`src/rtl/grad_ser_pkg.sv`:
```
package grad_ser_pkg;
  typedef enum logic [1:0] {
    ST_IDLE  = 2'd0,
    ST_SHIFT = 2'd1,
    ST_LOAD  = 2'd2,
    ST_CLEAR = 2'd3
  } gs_state_t;

  // strobe lengths in serial half periods
  localparam int LOAD_HALVES  = 2;
  localparam int CLEAR_HALVES = 4;
endpackage

```
`src/rtl/grad_bit_timer.sv`:
```
module grad_bit_timer #(
  parameter int DIV_W = 8
) (
  input  logic             clk,
  input  logic             rst,
  input  logic             start,
  input  logic             run,
  input  logic [DIV_W-1:0] half_div,
  output logic             tick
);
  logic [DIV_W-1:0] eff;
  logic [DIV_W-1:0] reload_q;
  logic [DIV_W-1:0] cnt_q;

  assign eff  = (half_div == '0) ? DIV_W'(1) : half_div;
  assign tick = run && (cnt_q == '0);

  always_ff @(posedge clk) begin
    if (rst) begin
      reload_q <= DIV_W'(1);
      cnt_q    <= '0;
    end else if (start) begin
      reload_q <= eff;
      cnt_q    <= eff - DIV_W'(1);
    end else if (run) begin
      if (cnt_q == '0) cnt_q <= reload_q - DIV_W'(1);
      else             cnt_q <= cnt_q - DIV_W'(1);
    end
  end

  // captured half period never changes while running
  p_div_held_r9: assert property (@(posedge clk) disable iff (rst)
    (run && !start) |=> $stable(reload_q));
endmodule

```
`src/rtl/grad_lane_shift.sv`:
```
module grad_lane_shift #(
  parameter int WORD_W = 24
) (
  input  logic              clk,
  input  logic              rst,
  input  logic              load_en,
  input  logic              shift_en,
  input  logic [WORD_W-1:0] word,
  output logic              sdata
);
  logic [WORD_W-1:0] sreg_q;

  always_ff @(posedge clk) begin
    if (rst)           sreg_q <= '0;
    else if (load_en)  sreg_q <= word;
    else if (shift_en) sreg_q <= {sreg_q[WORD_W-2:0], 1'b0};
  end

  assign sdata = sreg_q[WORD_W-1];

  // the data line moves only on capture or a falling serial edge
  p_data_moves_r3: assert property (@(posedge clk) disable iff (rst)
    !$stable(sdata) |-> $past(load_en || shift_en));
endmodule

```
`src/rtl/grad_seq_ctrl.sv`:
```
module grad_seq_ctrl
  import grad_ser_pkg::*;
#(
  parameter int WORD_W = 24
) (
  input  logic clk,
  input  logic rst,
  input  logic sample_req,
  input  logic clear_req,
  input  logic tick,
  output logic accept,
  output logic timer_start,
  output logic timer_run,
  output logic shift_en,
  output logic gate_upd,
  output logic sclk,
  output logic load,
  output logic clr,
  output logic overrun
);
  localparam int BW = $clog2(WORD_W);

  gs_state_t      st_q;
  logic [BW-1:0]  bit_q;
  logic [1:0]     ph_q;
  logic           sclk_q, load_q, clr_q, ovr_q;
  logic           idle, clr_go, fall, last_bit;

  assign idle        = (st_q == ST_IDLE);
  assign accept      = idle && sample_req;
  assign clr_go      = idle && clear_req && !sample_req;
  assign timer_start = accept || clr_go;
  assign timer_run   = !idle;
  assign fall        = (st_q == ST_SHIFT) && tick && sclk_q;
  assign last_bit    = (bit_q == BW'(WORD_W - 1));
  assign shift_en    = fall;
  assign gate_upd    = fall && last_bit;

  always_ff @(posedge clk) begin
    if (rst) begin
      st_q   <= ST_IDLE;
      bit_q  <= '0;
      ph_q   <= '0;
      sclk_q <= 1'b0;
      load_q <= 1'b0;
      clr_q  <= 1'b0;
      ovr_q  <= 1'b0;
    end else begin
      if (sample_req && !idle) ovr_q <= 1'b1;
      case (st_q)
        ST_IDLE: begin
          if (accept) begin
            st_q   <= ST_SHIFT;
            bit_q  <= '0;
            sclk_q <= 1'b0;
          end else if (clr_go) begin
            st_q  <= ST_CLEAR;
            clr_q <= 1'b1;
            ph_q  <= '0;
          end
        end
        ST_SHIFT: begin
          if (tick) begin
            sclk_q <= ~sclk_q;
            if (sclk_q) begin
              if (last_bit) begin
                st_q   <= ST_LOAD;
                load_q <= 1'b1;
                ph_q   <= '0;
              end else begin
                bit_q <= bit_q + BW'(1);
              end
            end
          end
        end
        ST_LOAD: begin
          if (tick) begin
            if (ph_q == 2'(LOAD_HALVES - 1)) begin
              st_q   <= ST_IDLE;
              load_q <= 1'b0;
            end else begin
              ph_q <= ph_q + 2'd1;
            end
          end
        end
        ST_CLEAR: begin
          if (tick) begin
            if (ph_q == 2'(CLEAR_HALVES - 1)) begin
              st_q  <= ST_IDLE;
              clr_q <= 1'b0;
            end else begin
              ph_q <= ph_q + 2'd1;
            end
          end
        end
        default: st_q <= ST_IDLE;
      endcase
    end
  end

  assign sclk    = sclk_q;
  assign load    = load_q;
  assign clr     = clr_q;
  assign overrun = ovr_q;

  p_load_after_shift_r5: assert property (@(posedge clk) disable iff (rst)
    $rose(load_q) |-> $past(st_q) == ST_SHIFT);
  p_clk_low_strobe_r3: assert property (@(posedge clk) disable iff (rst)
    (load_q || clr_q) |-> !sclk_q);
  p_strobe_excl_r8: assert property (@(posedge clk) disable iff (rst)
    !(load_q && clr_q));
  p_clear_from_idle_r8: assert property (@(posedge clk) disable iff (rst)
    $rose(clr_q) |-> $past(st_q) == ST_IDLE);
  p_ovr_sticky_r7: assert property (@(posedge clk) disable iff (rst)
    $past(ovr_q) |-> ovr_q);
endmodule

```
`src/rtl/grad_serial_out.sv`:
```
module grad_serial_out #(
  parameter int LANES  = 4,
  parameter int CTRL_W = 8,
  parameter int DATA_W = 16,
  parameter int GATE_W = 12,
  parameter int DIV_W  = 8
) (
  input  logic                        clk,
  input  logic                        rst,
  input  logic [DIV_W-1:0]            half_div,
  input  logic                        sample_req,
  input  logic [LANES*(CTRL_W+DATA_W)-1:0] word_in,
  input  logic [GATE_W-1:0]           gate_in,
  input  logic                        clear_req,
  output logic [LANES-1:0]            ser_clk,
  output logic [LANES-1:0]            ser_dat,
  output logic [LANES-1:0]            ser_ld,
  output logic [LANES-1:0]            ser_clr,
  output logic [GATE_W-1:0]           gate_out,
  output logic                        overrun
);
  localparam int WORD_W = CTRL_W + DATA_W;

  logic              tick, accept, t_start, t_run, shift_en, gate_upd;
  logic              sclk, load, clr;
  logic [GATE_W-1:0] gate_pend_q, gate_q;

  grad_bit_timer #(.DIV_W(DIV_W)) u_timer (
    .clk(clk), .rst(rst), .start(t_start), .run(t_run),
    .half_div(half_div), .tick(tick)
  );

  grad_seq_ctrl #(.WORD_W(WORD_W)) u_ctrl (
    .clk(clk), .rst(rst), .sample_req(sample_req), .clear_req(clear_req),
    .tick(tick), .accept(accept), .timer_start(t_start), .timer_run(t_run),
    .shift_en(shift_en), .gate_upd(gate_upd), .sclk(sclk), .load(load),
    .clr(clr), .overrun(overrun)
  );

  for (genvar i = 0; i < LANES; i++) begin : g_lane
    grad_lane_shift #(.WORD_W(WORD_W)) u_lane (
      .clk(clk), .rst(rst), .load_en(accept), .shift_en(shift_en),
      .word(word_in[i*WORD_W +: WORD_W]), .sdata(ser_dat[i])
    );
    assign ser_clk[i] = sclk;
    assign ser_ld[i]  = load;
    assign ser_clr[i] = clr;
  end

  always_ff @(posedge clk) begin
    if (rst) begin
      gate_pend_q <= '0;
      gate_q      <= '0;
    end else begin
      if (accept)   gate_pend_q <= gate_in;
      if (gate_upd) gate_q      <= gate_pend_q;
    end
  end

  assign gate_out = gate_q;

  // gating outputs move only together with the rising load strobe
  p_gate_with_load_r6: assert property (@(posedge clk) disable iff (rst)
    !$stable(gate_q) |-> $rose(load));
endmodule

```
`config.mk`:
```
export PLATFORM = sky130hd
export DESIGN_NAME = grad_serial_out
export DESIGN_NICKNAME = d
export VERILOG_FILES = /design/src/rtl/grad_ser_pkg.sv /design/src/rtl/grad_bit_timer.sv /design/src/rtl/grad_lane_shift.sv /design/src/rtl/grad_seq_ctrl.sv /design/src/rtl/grad_serial_out.sv
export SDC_FILE = /design/constraint.sdc
export NUM_CORES = 1
export LEC_CHECK = 0
export BUFFER_PORTS_ARGS = -buffer_cell sky130_fd_sc_hd__buf_2
export CAP_MARGIN = 40
export CORE_MARGIN = 2
export CORE_UTILIZATION = 55
export CTS_BUF_LIST = sky130_fd_sc_hd__clkbuf_4
export DETAILED_ROUTE_END_ITERATION = 10
export PLACE_DENSITY = 0.82
export SLEW_MARGIN = 0
export SYNTH_ARGS = -nofsm -noshare
export SYNTH_HDL_FRONTEND = slang
export SYNTH_SLANG_ARGS = --single-unit
```
`constraint.sdc`:
```
create_clock -name clk -period 3.2 [get_ports clk]
set_clock_uncertainty 0.2 [all_clocks]
set_input_delay 0.48 -clock clk [delete_from_list [all_inputs] [get_ports clk]]
set_output_delay 0.48 -clock clk [all_outputs]
set_load 0.05 [all_outputs]
```
==> run summary <==
Via Count -> 6662
initial core utilization -> 56.2%
row cnt -> 41
PortBufs -> 148
Max Freq -> 368 MHz
FF+latch count, synth -> 149
H-tree level count -> 4
Clock transition at path regs -> 0.12 ns
setup ws final -> 0.486 ns
FF-to-FF Start -> u_timer.cnt_q[0]
# resized after CTS -> 0
drt pass-1 iters -> 5
Filler cells -> 924
DP HPWL -> 10200 um
area grow syn2layout -> 27.8%
Total Neg Setup Slack -> 0 ns
HP Start -> word_in[46]
Seq/Total Area, Yosys -> 42.1%
Syn Nets -> 956
Die W -> 118 um
Num Clock Sinks -> 149
CTS tree -> yes
routed wire length per instance -> 15.2 um
Starting DRT DRC Count -> 667
top-count cell post-synth -> nand2_1
Mean Syn Cell Area -> 8.53 um2
Critical R2R Capture -> g_lane[3].u_lane.sreg_q[23]
Via density -> 5.51
gr usage total -> 26.5%
Max-Slew Margin vs Limit -> 49.0%
Tcrit/Tclk final -> 84.8%
Final Hold Fails -> 0
Post-synth top flop -> dfxtp_1
fin crit period -> 2.71 ns
MaxCap Viol Count -> 0
cell taking the most area after synthesis -> dfxtp_1
synth unique cells -> 47
Routed Antenna Nets -> 0
Worst Hold Class -> input pin to flop
area share of the largest cell type after synthesis -> 42.1%
layout cells sized above 1 -> 26.4%
Worst Max-Slew Pin Slew -> 0.765 ns
synth warn -> 0
initial antenna violation count -> 0
Final nets -> 1147
endpoint type of the worst setup path -> flop
first-pass GRT wire length -> 30400 um
Die Area -> 0.0138 mm2
Max Slew Vio Count -> 0
mapped cell area -> 0.00709 mm2
Worst R2R Path Depth -> 7
later-pin clock latency in the skew report -> 0.54 ns
Worst Hold End -> g_lane[1].u_lane.sreg_q[22]
pin count of the biggest net entering global routing -> 105
routed wire length -> 18300 um
Place WS -> 0.492 ns
critical-path maximum fanout -> 56
Diodes inserted -> 0
clk buf depth -> 2
power per cell area -> 681 mW/mm2
gpl congestion -> 0.874
ys async rst share -> 0%
CTS buffer count -> 17
Setup CP Type -> flop to flop
final setup violation count -> 0
r2r setup slk -> 0.49 ns
# IOs -> 149
status -> finished clean
Die Y -> 118 um
Core Region -> 0.0126 mm2
P_leak -> 0.00346 uW
Post-synth EDFFs -> 0
root buf cell -> clkbuf_4
Min-Delay Path Depth -> 3
largest cells by area after synthesis -> dfxtp_1 (42%), a311oi_2 (15%), nand2_1 (12%)
RSZ-0062 raised after global routing -> no
startpoint types -> flop
DRC errors left -> 0
commonest cells in the netlist -> nand2_1 (227), dfxtp_1 (149), nor2_1 (133)
vias in the first global route -> 6520
Worst EP arrival -> 2.93 ns
cell count after synthesis -> 832
GRT overflow -> 0
Max rail drop VDD -> 0.362 mV
Worst EP required -> 3.42 ns
critical path, cell delays in order (launching register included):
cell,delay [ns]
dfxtp_1,0.38
nor4_4,0.46
and2_1,0.36
nand3_2,0.15
a21oi_4,0.35
buf_12,0.31
nor2_1,0.07
a311oi_1,0.30
final cells by class:
class | count | area [um2] | share of cell area [%]
Clock buffer | 20 | 150 | 1.66
Clock inverter | 12 | 178 | 1.96
Inverter | 2 | 7.51 | 0.0828
Multi-Input combinational cell | 597 | 3650 | 40.3
Sequential cell | 149 | 2980 | 32.9
Tap cell | 172 | 215 | 2.37
Timing Repair Buffer | 256 | 1880 | 20.8
layout by cell type (no fill, tap or decap), types with 7 or more instances in the layout:
cell           synthesis  final
o21ai_0                7      7
nand2_1              227    226
a21oi_1               31     31
clkbuf_4               0     20
a311oi_1              24     24
nor2_1               133    133
buf_2                 10    147
a311oi_2              70     70
mux2i_1               13     13
dlygate4sd3_1          0     95
dfxtp_1              149    149
buf_12                 0      7
layer usage:
metal	global-route usage [%]	vias to the layer above	share of wire [%]
met5	0	-	0
met4	9.86	0	2.4
met3	5.91	42	5.0
met2	46.1	228	50
met1	32.0	3128	42
li1	-	3264	-
report_power, final:
part,switching [uW],internal [uW]
sequential,277,2240
combinational,1430,912
clock,664,648
repair_timing:
item / 4_1_cts / 5_1_grt
setup buffers: 0 / 0
hold buffers: 93 / 2
hold endpoints to repair: 93 / 2
flip-flops by register name (all words and copies together), names as in the netlist:
register	count
u_ctrl.sclk	1
u_ctrl.clr	1
u_ctrl.overrun	1
gate_out	12
u_ctrl.st_q	2
u_timer.cnt_q	8
u_ctrl.load	1
gate_pend_q	12
u_ctrl.bit_q	5
u_timer.reload_q	8
g_lane.u_lane.sreg_q	96
u_ctrl.ph_q	2
kinds of logic after synthesis:
| family | synth area share, % |
|---|---|
| buffers and inverters | 6.74 |
| adder cells (fa/ha/maj) | 0.706 |
| flip-flops | 42.1 |
| multiplexers | 2.31 |
| AND/OR/NAND/NOR | 23.8 |
| AO/OA/AOI/OAI | 23.3 |
| XOR/XNOR | 1.11 |
per-stage QoR:
stage	utilization [%]	power (uW)	cells	hold slack (ns)	instance area [um2]
after floorplan	-	4340	832	0.232	7090
after global placement	61.7	4700	1081	0.241	7790
after detailed placement	61.7	4760	1081	0.246	7790
after CTS	71.7	6160	1206	0.000758	9050
after global routing	71.8	6570	1208	0.00311	9070
final	71.8	6170	1208	0.0407	9070
how the worst max path moves through the flow:
stage | start | to | slack, ns | depth (start not counted)
finish | u_timer.cnt_q[0] | g_lane[3].u_lane.sreg_q[23] | 0.49 | 7
global placement | u_ctrl.st_q[1] | u_timer.cnt_q[6] | 0.63 | 9
CTS | u_timer.cnt_q[0] | g_lane[3].u_lane.sreg_q[23] | 0.45 | 7
detailed placement | u_timer.cnt_q[0] | g_lane[3].u_lane.sreg_q[23] | 0.49 | 7
global route | u_timer.cnt_q[0] | g_lane[2].u_lane.sreg_q[23] | 0.31 | 7
floorplan | u_ctrl.st_q[1] | u_timer.cnt_q[6] | 0.77 | 10
(Power assumes the default switching activity.)
